$ cat config.mk
export PLATFORM = sky130hd
export DESIGN_NAME = quad_mac_analyzer
export DESIGN_NICKNAME = d
export VERILOG_FILES = /design/src/rtl/qmac_pkg.sv /design/src/rtl/qmac_sine_rom.sv /design/src/rtl/qmac_nco.sv /design/src/rtl/qmac_lane.sv /design/src/rtl/qmac_seq.sv /design/src/rtl/quad_mac_analyzer.sv
export SDC_FILE = /design/constraint.sdc
export NUM_CORES = 2
export LEC_CHECK = 0
export BUFFER_PORTS_ARGS = -buffer_cell sky130_fd_sc_hd__buf_4
export CAP_MARGIN = 20
export CORE_UTILIZATION = 51
export DETAILED_ROUTE_END_ITERATION = 7
export PLACE_DENSITY = 0.78
export SLEW_MARGIN = 20
export SYNTH_ARGS = -nofsm -noshare
export SYNTH_HDL_FRONTEND = slang
export SYNTH_SLANG_ARGS = --single-unit
$ cat constraint.sdc
create_clock -name clk -period 13.2 [get_ports clk]
set_clock_uncertainty 0.15 [all_clocks]
set_input_delay 1.32 -clock clk [delete_from_list [all_inputs] [get_ports clk]]
set_output_delay 1.32 -clock clk [all_outputs]
set_load 0.05 [all_outputs]
$ cat src/rtl/qmac_pkg.sv
// Shared types for the quadrature analyzer.
// Assumes: nothing beyond standard SystemVerilog.
package qmac_pkg;
    // Quadrant of the reference phase; the name gives slope and sign.
    typedef enum logic [1:0] {
        QD_RISE  = 2'd0,
        QD_FALL  = 2'd1,
        QD_NRISE = 2'd2,
        QD_NFALL = 2'd3
    } quadrant_e;

    // Measurement state.
    typedef enum logic [1:0] {
        RUN_IDLE = 2'd0,
        RUN_BUSY = 2'd1,
        RUN_DONE = 2'd2
    } run_state_e;
endpackage

$ cat src/rtl/qmac_sine_rom.sv
// Quarter-wave reference table with symmetry folding.
// The top two phase bits pick the quadrant and the rest index a
// QLEN-entry magnitude table. The table is sampled at bin midpoints, so
// no entry is zero and folding needs no end correction.
// Assumes: the phase input is already truncated to IDX_W+2 bits.
module qmac_sine_rom #(
    parameter int IDX_W = 6,
    parameter int REF_W = 12
) (
    input  logic [IDX_W+1:0]         phase_i,
    output logic signed [REF_W-1:0]  ref_o
);
    import qmac_pkg::*;

    localparam int     QLEN = 1 << IDX_W;
    localparam longint AMP  = (longint'(1) << (REF_W - 1)) - 1;
    localparam longint DEN  = 4 * longint'(QLEN) * longint'(QLEN);

    logic [REF_W-2:0] mag_tab [QLEN];

    // Parabolic sine approximation per quarter, computed at elaboration.
    for (genvar j = 0; j < QLEN; j++) begin : g_tab
        localparam longint MAGV =
            (AMP * longint'(2 * j + 1) * longint'(4 * QLEN - 2 * j - 1)) / DEN;
        assign mag_tab[j] = (REF_W - 1)'(MAGV);
    end

    quadrant_e               quad;
    logic [IDX_W-1:0]        idx;
    logic [REF_W-2:0]        mag;
    logic signed [REF_W-1:0] smag;

    // Fold the phase into the quarter table and apply the sign.
    always_comb begin
        quad = quadrant_e'(phase_i[IDX_W+1:IDX_W]);
        idx  = phase_i[IDX_W-1:0];
        if (quad == QD_FALL || quad == QD_NFALL) idx = ~idx;
        mag  = mag_tab[idx];
        smag = $signed({1'b0, mag});
        ref_o = (quad == QD_NRISE || quad == QD_NFALL) ? -smag : smag;
    end
endmodule

$ cat src/rtl/qmac_nco.sv
// Phase accumulator for the reference pair.
// On load, the accumulator starts at the phase word (delay compensation)
// and the frequency word is captured. After that it advances by the
// captured word every clock. The quadrature phase is the in-phase phase
// plus a quarter turn.
// Assumes: OUT_W >= 3 and OUT_W <= PHASE_W.
module qmac_nco #(
    parameter int PHASE_W = 16,
    parameter int OUT_W   = 8
) (
    input  logic               clk,
    input  logic               rst_n,
    input  logic               load,
    input  logic [PHASE_W-1:0] freq_in,
    input  logic [PHASE_W-1:0] phase_in,
    output logic [OUT_W-1:0]   phase_i,
    output logic [OUT_W-1:0]   phase_q
);
    localparam logic [OUT_W-1:0] QUARTER = OUT_W'(1) << (OUT_W - 2);

    logic [PHASE_W-1:0] acc_q;
    logic [PHASE_W-1:0] freq_q;

    // Capture settings on load, otherwise step the phase.
    always_ff @(posedge clk) begin
        if (!rst_n) begin
            acc_q  <= '0;
            freq_q <= '0;
        end else if (load) begin
            acc_q  <= phase_in;
            freq_q <= freq_in;
        end else begin
            acc_q  <= acc_q + freq_q;
        end
    end

    assign phase_i = acc_q[PHASE_W-1 -: OUT_W];
    assign phase_q = phase_i + QUARTER;


    freq_hold_chk: assert property (@(posedge clk) disable iff (!rst_n)
        !load |=> $stable(freq_q));
endmodule

$ cat src/rtl/qmac_lane.sv
// One multiply-accumulate path: the signed sample times the signed
// reference, summed into an accumulator with guard bits.
// Assumes: ACC_W >= SAMPLE_W + REF_W; clear takes priority over enable.
module qmac_lane #(
    parameter int SAMPLE_W = 12,
    parameter int REF_W    = 12,
    parameter int ACC_W    = 40
) (
    input  logic                      clk,
    input  logic                      rst_n,
    input  logic                      clear,
    input  logic                      en,
    input  logic signed [SAMPLE_W-1:0] sample_i,
    input  logic signed [REF_W-1:0]    ref_i,
    output logic signed [ACC_W-1:0]    acc_o
);
    localparam int PROD_W = SAMPLE_W + REF_W;
    localparam logic [REF_W-1:0] REF_MIN = {1'b1, {(REF_W-1){1'b0}}};

    logic signed [PROD_W-1:0] prod;
    logic signed [ACC_W-1:0]  acc_q;

    assign prod = PROD_W'(sample_i) * PROD_W'(ref_i);

    // Clear on start, add the product on accepted samples, else hold.
    always_ff @(posedge clk) begin
        if (!rst_n)     acc_q <= '0;
        else if (clear) acc_q <= '0;
        else if (en)    acc_q <= acc_q + ACC_W'(prod);
    end

    assign acc_o = acc_q;


    acc_hold_chk: assert property (@(posedge clk) disable iff (!rst_n)
        (!clear && !en) |=> $stable(acc_q));

    acc_clear_chk: assert property (@(posedge clk) disable iff (!rst_n)
        clear |=> (acc_q == '0));

    ref_range_chk: assert property (@(posedge clk) disable iff (!rst_n)
        ref_i != REF_MIN);
endmodule

$ cat src/rtl/qmac_seq.sv
// Measurement sequencer: counts accepted samples against the captured
// limit, drives clear and accumulate enables, and flags completion.
// Assumes: start is a single-cycle pulse; a zero limit completes at once.
module qmac_seq #(
    parameter int CNT_W = 16
) (
    input  logic             clk,
    input  logic             rst_n,
    input  logic             start,
    input  logic             valid,
    input  logic [CNT_W-1:0] limit_in,
    output logic             clear,
    output logic             acc_en,
    output logic             done
);
    import qmac_pkg::*;

    run_state_e       st_q;
    logic [CNT_W-1:0] cnt_q;
    logic [CNT_W-1:0] lim_q;
    logic [CNT_W-1:0] cnt_nxt;

    assign cnt_nxt = cnt_q + CNT_W'(1);

    // Start loads the run; accepted samples count toward the limit.
    always_ff @(posedge clk) begin
        if (!rst_n) begin
            st_q  <= RUN_IDLE;
            cnt_q <= '0;
            lim_q <= '0;
        end else if (start) begin
            cnt_q <= '0;
            lim_q <= limit_in;
            st_q  <= (limit_in == '0) ? RUN_DONE : RUN_BUSY;
        end else if (st_q == RUN_BUSY && valid) begin
            cnt_q <= cnt_nxt;
            if (cnt_nxt == lim_q) st_q <= RUN_DONE;
        end
    end

    assign clear  = start;
    assign acc_en = (st_q == RUN_BUSY) && valid && !start;
    assign done   = (st_q == RUN_DONE);


    cnt_bound_chk: assert property (@(posedge clk) disable iff (!rst_n)
        cnt_q <= lim_q);

    done_at_limit_chk: assert property (@(posedge clk) disable iff (!rst_n)
        $rose(done) |-> (cnt_q == lim_q));

    start_count_chk: assert property (@(posedge clk) disable iff (!rst_n)
        start |=> (cnt_q == '0));

    zero_limit_chk: assert property (@(posedge clk) disable iff (!rst_n)
        (start && limit_in == '0) |=> done);
endmodule

$ cat src/rtl/quad_mac_analyzer.sv
// Top of the quadrature multiply-accumulate analyzer. It holds the phase
// generator, the sequencer, and two lanes, each with its own table and
// accumulator. Lane 0 uses the in-phase reference and lane 1 the
// quadrature reference.
// Assumes: synchronous active-low reset; start is a one-cycle pulse.
module quad_mac_analyzer #(
    parameter int SAMPLE_W = 12,
    parameter int REF_W    = 12,
    parameter int PHASE_W  = 16,
    parameter int IDX_W    = 6,
    parameter int CNT_W    = 16
) (
    input  logic                                   clk,
    input  logic                                   rst_n,
    input  logic                                   start,
    input  logic                                   sample_valid,
    input  logic [SAMPLE_W-1:0]                    sample_in,
    input  logic [PHASE_W-1:0]                     freq_word,
    input  logic [PHASE_W-1:0]                     phase_word,
    input  logic [CNT_W-1:0]                       sample_limit,
    output logic [SAMPLE_W+REF_W+CNT_W-1:0]        dc1_sum,
    output logic [SAMPLE_W+REF_W+CNT_W-1:0]        dc2_sum,
    output logic                                   done
);
    localparam int ACC_W = SAMPLE_W + REF_W + CNT_W;
    localparam int TAB_W = IDX_W + 2;
    localparam int LANES = 2;

    logic                     clear;
    logic                     acc_en;
    logic [TAB_W-1:0]         ph_i;
    logic [TAB_W-1:0]         ph_q;
    logic signed [ACC_W-1:0]  lane_acc [LANES];

    qmac_seq #(.CNT_W(CNT_W)) u_seq (
        .clk      (clk),
        .rst_n    (rst_n),
        .start    (start),
        .valid    (sample_valid),
        .limit_in (sample_limit),
        .clear    (clear),
        .acc_en   (acc_en),
        .done     (done)
    );

    qmac_nco #(.PHASE_W(PHASE_W), .OUT_W(TAB_W)) u_nco (
        .clk      (clk),
        .rst_n    (rst_n),
        .load     (start),
        .freq_in  (freq_word),
        .phase_in (phase_word),
        .phase_i  (ph_i),
        .phase_q  (ph_q)
    );

    for (genvar g = 0; g < LANES; g++) begin : g_lane
        logic [TAB_W-1:0]        ph_sel;
        logic signed [REF_W-1:0] ref_w;

        assign ph_sel = (g == 0) ? ph_i : ph_q;

        qmac_sine_rom #(.IDX_W(IDX_W), .REF_W(REF_W)) u_rom (
            .phase_i (ph_sel),
            .ref_o   (ref_w)
        );

        qmac_lane #(.SAMPLE_W(SAMPLE_W), .REF_W(REF_W), .ACC_W(ACC_W)) u_mac (
            .clk      (clk),
            .rst_n    (rst_n),
            .clear    (clear),
            .en       (acc_en),
            .sample_i ($signed(sample_in)),
            .ref_i    (ref_w),
            .acc_o    (lane_acc[g])
        );
    end

    assign dc1_sum = lane_acc[0];
    assign dc2_sum = lane_acc[1];
endmodule

Yosys cells after proc, flatten, opt, wreduce, memory -nomap -nowiden --
Memories as Yosys holds them, arrays and structs flattened. Cells that the tools add are included.
Word-level totals: input bits 64, bits in read-only memories 1408, output and inout bits 81, memories kept 2, bits in registers 146
Memory list:
- (no name shown) | depth 64, bits a word 11, read ports 1, clocked after Yosys merged registers in 0, wr ports 0, line qmac_sine_rom.sv:38 | mag = mag_tab[idx];
- (no name shown) | depth 64, bits a word 11, read ports 1, clocked after Yosys merged registers in 0, wr ports 0, line qmac_sine_rom.sv:38
Operators by class: bitwise gates (word level) 5, reductions and logical operators 12, eq/ne operators 9, multiply operators 2, $lt $le $gt $ge 2, $add $sub $neg 7, muxes and demuxes 13
Operators with widths (count):
- 40-bit by 24-bit adder with 40-bit output | 2
- 12-bit by 12-bit multiplier with 24-bit output | 2
- 11-bit two-way mux | 4
- 12-bit two-way mux | 2
- 11-bit negator with 12-bit output | 2
- 16-bit by 1-bit adder with 16-bit output, second input constant | 1
- 16-bit adder | 1
- 16-bit == test | 1
- 16-bit logical NOT | 1
- 16-bit two-way mux | 1
- 7-bit greater-or-equal comparator, second input constant | 2
- 6-bit inverter with 7-bit output | 2
- 6-bit two-way mux | 2
- 6-bit inverter | 2
- 2-bit == test, second input constant | 5
- 8-bit by 7-bit adder with 8-bit output, second input constant | 1
- 2-bit two-way mux | 4
- 2-bit by 1-bit == test with 1-bit output, second input constant | 3
- 1-bit logical OR | 4
- 2-bit nonzero test | 2
- 1-bit logical AND | 2
- 2-bit AND reduction | 1
- 2-bit OR reduction | 1
- 1-bit logical NOT | 1
- 1-bit inverter | 1

Depth between registers and ports, before layout --
depth after elaboration 12, depth in mapped cells 40, gate-level depth less buffers 35

By module --
From an unflattened synthesis, not the netlist that was laid out.
Unflattened totals: cells, all modules 3296, area, all modules 29035.3 sq um
By module, submodules not included:
- qmac_lane (g_lane[0].u_mac) | cells an instance 1100, area an instance 10274.9 sq um, times used 1
- qmac_lane (g_lane[1].u_mac) | cells an instance 1084, area an instance 10268.6 sq um, times used 1
- qmac_sine_rom (g_lane[0].u_rom) | cells an instance 342, area an instance 2382.3 sq um, times used 1
- qmac_sine_rom (g_lane[1].u_rom) | cells an instance 326, area an instance 2199.6 sq um, times used 1
- qmac_nco | cells an instance 232, area an instance 2018.2 sq um, times used 1
- qmac_seq | cells an instance 212, area an instance 1891.8 sq um, times used 1

Worst setup path before layout --
Ideal clock, no wire load.
path kind register to register, start point reg u_nco.acc_q[14], end point reg g_lane[0].u_mac.acc_q[39], path buffers 7, setup slack 3.261 ns, arrival time 9.663 ns, cell stages (with the launch flop) 35, data required time 12.924 ns, clock period less this slack 9.939 ns, path through dfxtp_1 -> buf_6 -> buf_8 -> buf_6 -> buf_2 -> buf_2 -> xor2_1 -> ha_1 -> or2_2 -> mux4_2 -> a311oi_1 -> a21oi_1 -> inv_2 -> ha_1 -> nor2_1 -> a21oi_1 -> clkbuf_1 -> and2_1 -> fa_1 -> fa_1 -> fa_1 -> fa_1 -> fa_1 -> ha_1 -> ha_1 -> clkbuf_1 -> a21oi_1 -> o21ai_0 -> a311oi_1 -> o21a_1 -> o211ai_1 -> a221o_1 -> a221oi_1 -> xnor2_1 -> o21ai_1
On the way: word-level cells in the longest chain between the ends 11
Ends and longest elaborated chain:
- from (decl) | line qmac_nco.sv:21 | logic [PHASE_W-1:0] acc_q;
- from (signal assigned) | line qmac_nco.sv:30 | acc_q <= phase_in;
- from (signal assigned) | line qmac_nco.sv:33 | acc_q <= acc_q + freq_q;
- 2-bit by 1-bit == test with 1-bit output or 2-bit == test (tied branches) | line qmac_sine_rom.sv:37, qmac_sine_rom.sv:40
- 1-bit logical OR | line qmac_sine_rom.sv:37 | if (quad == QD_FALL || quad == QD_NFALL) idx = ~idx;
- 6-bit two-way mux | line qmac_sine_rom.sv:37
- 6-bit inverter with 7-bit output (not written as such) | line qmac_sine_rom.sv:38
- memory 64 x 11 bit
- 11-bit two-way mux (not written as such) (2 in series) | line qmac_sine_rom.sv:38
- 11-bit negator with 12-bit output | line qmac_sine_rom.sv:40 | ref_o = (quad == QD_NRISE || quad == QD_NFALL) ? -smag : smag;
- 12-bit two-way mux * | line qmac_sine_rom.sv:40
- 12-bit by 12-bit multiplier with 24-bit output * | line qmac_lane.sv:23 | assign prod = PROD_W'(sample_i) * PROD_W'(ref_i);
- 40-bit by 24-bit adder with 40-bit output * | line qmac_lane.sv:29 | else if (en) acc_q <= acc_q + ACC_W'(prod);
- to (signal assigned) | line qmac_lane.sv:29
- to (decl) | line qmac_lane.sv:21 | logic signed [ACC_W-1:0] acc_q;
Mark *: on every way between the ends. The rest lies on a longest branch, timed or not. The select of a mux whose other input is x is not followed. A chain may end at the register's enable or synchronous reset.

Final worst setup path --
Ends and elaborated chain as after synthesis.

==> flow_summary_export.csv <==
group,metric,value,unit
outcome,outcome,"finished clean",
floorplan,num_io_pins,145,
global_routing,global_route.usage.total,26.2,%
clock_tree,h-tree-depth,4,
floorplan,rows,83,
timing,final_max_slew_viol_count,0,
min_path,hold_class,"reg -> reg",
clock_tree,tritoncts_buffers,17,
global_routing,global_route_wire_length_before_repair,112000,um
global_routing,grt-ovfl-total,0,
worst_setup_path,cp-startpoint,"u_nco.acc_q[14]$_SDFF_PN0_",
timing,grt_setup_unrepaired,"no",
worst_setup_path,ff2ff_path_depth,30,
yosys,mapped_nets,3790,
worst_setup_path,critPathRequiredTime,13.42,ns
route,detail_route.vias_per_cell,5.74,
clock_tree,clock_sinks,146,
cells_and_area,area_delta_synth_final,7.42,%
route,first_iter_violations,1825,
yosys,post-synth-top-area-cell,"sky130_fd_sc_hd__fa_1",
timing,max-slew-margin-rel,30.8,%
worst_setup_path,endpoint_arrival_time_on_the_critical_path,11.06,ns
cells_and_area,finish.net_count,3822,
yosys,synth_area,27000,um2
timing,tightestPinTransition,1.03,ns
placed_design,port-buffer-count,144,
cells_and_area,commonest_cells_after_routing_fill_and_taps_aside,"sky130_fd_sc_hd__fa_1 (455), sky130_fd_sc_hd__inv_1 (398), sky130_fd_sc_hd__nand2_1 (381), sky130_fd_sc_hd__ha_1 (234), sky130_fd_sc_hd__a21oi_1 (178)",
clock_tree,cts_tree,"built",
timing,fin_crit_sh,82.1,%
worst_setup_path,timing.rr.end,"g_lane[0].u_mac.acc_o[39]$_SDFFE_PP0P_",
global_routing,grt_antenna_before_repair,0,
clock_tree,clockBufferDepth,2,
yosys,synth-edff-count,0,
worst_setup_path,critPathMostFrequentCell,"sky130_fd_sc_hd__fa_1",
worst_setup_path,critPathLaunchType,"flop",
floorplan,effective_utilization_at_floorplan,52.0,%
cells_and_area,final_common_cell,"sky130_fd_sc_hd__fa_1",
yosys,number_of_cells_produced_by_synthesis,3035,
worst_setup_path,r2r-start,"u_nco.acc_q[14]$_SDFF_PN0_",
timing,report.final.hold_viol_count,0,
timing,final_critical_path_setup_slack,2.36,ns
yosys,synth.top_cell.area_share,33.9,%
route,routed_wire_length,67300,um
yosys,synth_flop_cell,"sky130_fd_sc_hd__dfxtp_1",
route,wl_per_cell,17.9,um
cells_and_area,fillers,4621,
timing,fmaxAchievable,92.3,MHz
cells_and_area,diodes,0,
route,route.antenna.remaining_nets,0,
cells_and_area,layoutNonFillerInstCount,3759,
floorplan,die-height,232,um
worst_setup_path,worst_path_largest_cell_delay,0.83,ns
yosys,yosys_register_bits,146,
worst_setup_path,crit_path_top_delay_cell,"sky130_fd_sc_hd__fa_1",
yosys,seq_area_frac_synth,10.8,%
clock_tree,post-cts-setup-buffers,0,
worst_setup_path,timing_worst_setup_path_type,"reg -> reg",
clock_tree,cts_hold_buffers,0,
yosys,synth_async_sr_flop_share,0,%
yosys,ys_warn_count,0,
clock_tree,cts_resized,0,
timing,fin_worst_hold_slack,0.318,ns
placed_design,post-place-ws,2.50,ns
worst_setup_path,sort_of_element_at_the_end_of_the_critical_path,"flop",
timing,setup_viol_count_final,0,
timing,fin_crit,10.84,ns
yosys,synth_top_cells_by_area,"sky130_fd_sc_hd__fa_1 (34%), sky130_fd_sc_hd__ha_1 (11%), sky130_fd_sc_hd__dfxtp_1 (11%)",
yosys,synthDistinctLibCells,99,
global_routing,grt_max_degree,66,
worst_setup_path,crit_fanout,25,
floorplan,floorplan.core_area,51800,um2
placed_design,dp.cells,3728,
route,drcViolationCount,0,
global_routing,first_global_vias,21800,
floorplan,die_area,53800,um2
floorplan,floorplan.die.width,232,um
clock_tree,cts.reportedPaths.clkPinSlew,0.07,ns
route,dr_total_vias,21600,
worst_setup_path,crit_end,"g_lane[0].u_mac.acc_o[39]$_SDFFE_PP0P_",
placed_design,gp_congestion,1.01,
clock_tree,cts_root_buffer,"sky130_fd_sc_hd__clkbuf_16",
worst_setup_path,worst-r2r-setup-slack,2.36,ns
clock_tree,clock_insertion_delay_at_the_later_pin_of_the_skew_report,0.50,ns
job,drv_cap,0,
yosys,synthesis.area_per_instance,8.89,um2
cells_and_area,final_layout_size_suffix_gt1_share,8.38,%
route,dr.pass1.iters,6,
placed_design,place_hpwl,52600,um
timing,setup_total_negative_slack,0,ns
[cell usage after synthesis (13+ instances only)]
cell type                  number
sky130_fd_sc_hd__nand2b_1      20
sky130_fd_sc_hd__nor3_1        18
sky130_fd_sc_hd__and2_1       116
sky130_fd_sc_hd__nand4_1       17
sky130_fd_sc_hd__nor2_1       157
sky130_fd_sc_hd__a211oi_1      22
sky130_fd_sc_hd__nor2b_1       65
sky130_fd_sc_hd__fa_1         457
sky130_fd_sc_hd__inv_1        398
sky130_fd_sc_hd__o211ai_1      18
sky130_fd_sc_hd__a31oi_1       26
sky130_fd_sc_hd__a21oi_1      178
sky130_fd_sc_hd__clkbuf_1      96
sky130_fd_sc_hd__xor2_1        53
sky130_fd_sc_hd__mux2i_1       45
sky130_fd_sc_hd__nand2_1      382
sky130_fd_sc_hd__o21a_1        13
sky130_fd_sc_hd__o21ai_0      108
sky130_fd_sc_hd__buf_2         38
sky130_fd_sc_hd__xnor2_1       85
sky130_fd_sc_hd__a21o_1        37
sky130_fd_sc_hd__dfxtp_1      146
sky130_fd_sc_hd__ha_1         234
sky130_fd_sc_hd__nand3_1       42
[per-stage QoR]
stage	utilization [%]	instance area, um2
after floorplan	-	27000
after global placement	54.8	28400
after detailed placement	54.8	28400
after CTS	55.9	29000
after global routing	55.9	29000
final	55.9	29000
[worst min-delay path by stage]
stage                                          startpoint                               endpoint  cells past startpoint  slack [ns]
floorplan                     u_seq.cnt_q[1]$_SDFFE_PP0P_            u_seq.cnt_q[1]$_SDFFE_PP0P_                      2        0.32
global placement    g_lane[1].u_mac.acc_o[9]$_SDFFE_PP0P_  g_lane[1].u_mac.acc_o[9]$_SDFFE_PP0P_                      2        0.31
detailed placement  g_lane[1].u_mac.acc_o[9]$_SDFFE_PP0P_  g_lane[1].u_mac.acc_o[9]$_SDFFE_PP0P_                      2        0.31
CTS                 g_lane[1].u_mac.acc_o[9]$_SDFFE_PP0P_  g_lane[1].u_mac.acc_o[9]$_SDFFE_PP0P_                      2        0.32
global route        g_lane[0].u_mac.acc_o[8]$_SDFFE_PP0P_  g_lane[0].u_mac.acc_o[8]$_SDFFE_PP0P_                      2        0.35
finish              g_lane[1].u_mac.acc_o[9]$_SDFFE_PP0P_  g_lane[1].u_mac.acc_o[9]$_SDFFE_PP0P_                      2        0.32
[kinds of logic (layout without fill, tap and decap cells)]
| family | count (synthesis) | in the layout | share of synthesized area, % |
|---|---|---|---|
| adders and majority gates | 691 | 691 | 44.8 |
| muxes | 51 | 51 | 2.05 |
| and+or+nand+nor | 884 | 884 | 15.4 |
| DFF | 146 | 146 | 10.8 |
| xor gates and xnor gates | 145 | 145 | 5.03 |
| buffers and inverters | 563 | 607 | 8.34 |
| AOI/OAI and AO/OA | 555 | 555 | 13.5 |
[routing by layer]
layer,up-vias,wire [um],global-route usage (%)
li1,9981,-,-
met1,10700,28200,34.2
met2,749,32700,43.8
met3,148,4420,4.48
met4,0,2050,9.31
met5,-,0,0
[flip-flops by register name (all words and copies together) (netlist names)]
| register | flops |
|---|---|
| u_nco.acc_q | 16 |
| u_nco.freq_q | 16 |
| g_lane.u_mac.acc_o | 80 |
| u_seq.lim_q | 16 |
| u_seq.st_q | 2 |
| u_seq.cnt_q | 16 |
[critical path: cells and delay by family (launching register included)]
kind | cells | cell delay [ns]
AND/OR/NAND/NOR | 7 | 1.49
multiplexers | 1 | 0.45
adder cells (fa/ha/maj) | 9 | 4.13
AO/OA/AOI/OAI | 9 | 2.19
flip-flops | 1 | 0.66
XOR/XNOR | 2 | 0.91
buffers and inverters | 2 | 0.69
[area by class of cell]
type                            instances  area [um2]  share of cell area (%)
Clock buffer                           17         425                    1.47
Clock inverter                         14         124                   0.428
Inverter                              402        1510                    5.22
Multi-Input combinational cell       2326       21800                    75.3
Sequential cell                       146        2930                    10.1
Tap cell                              680         851                    2.94
Timing Repair Buffer                  174        1310                    4.51
Power is not shown: default switching activity piles up to over one toggle a cycle in this logic, so the estimate is an artifact.
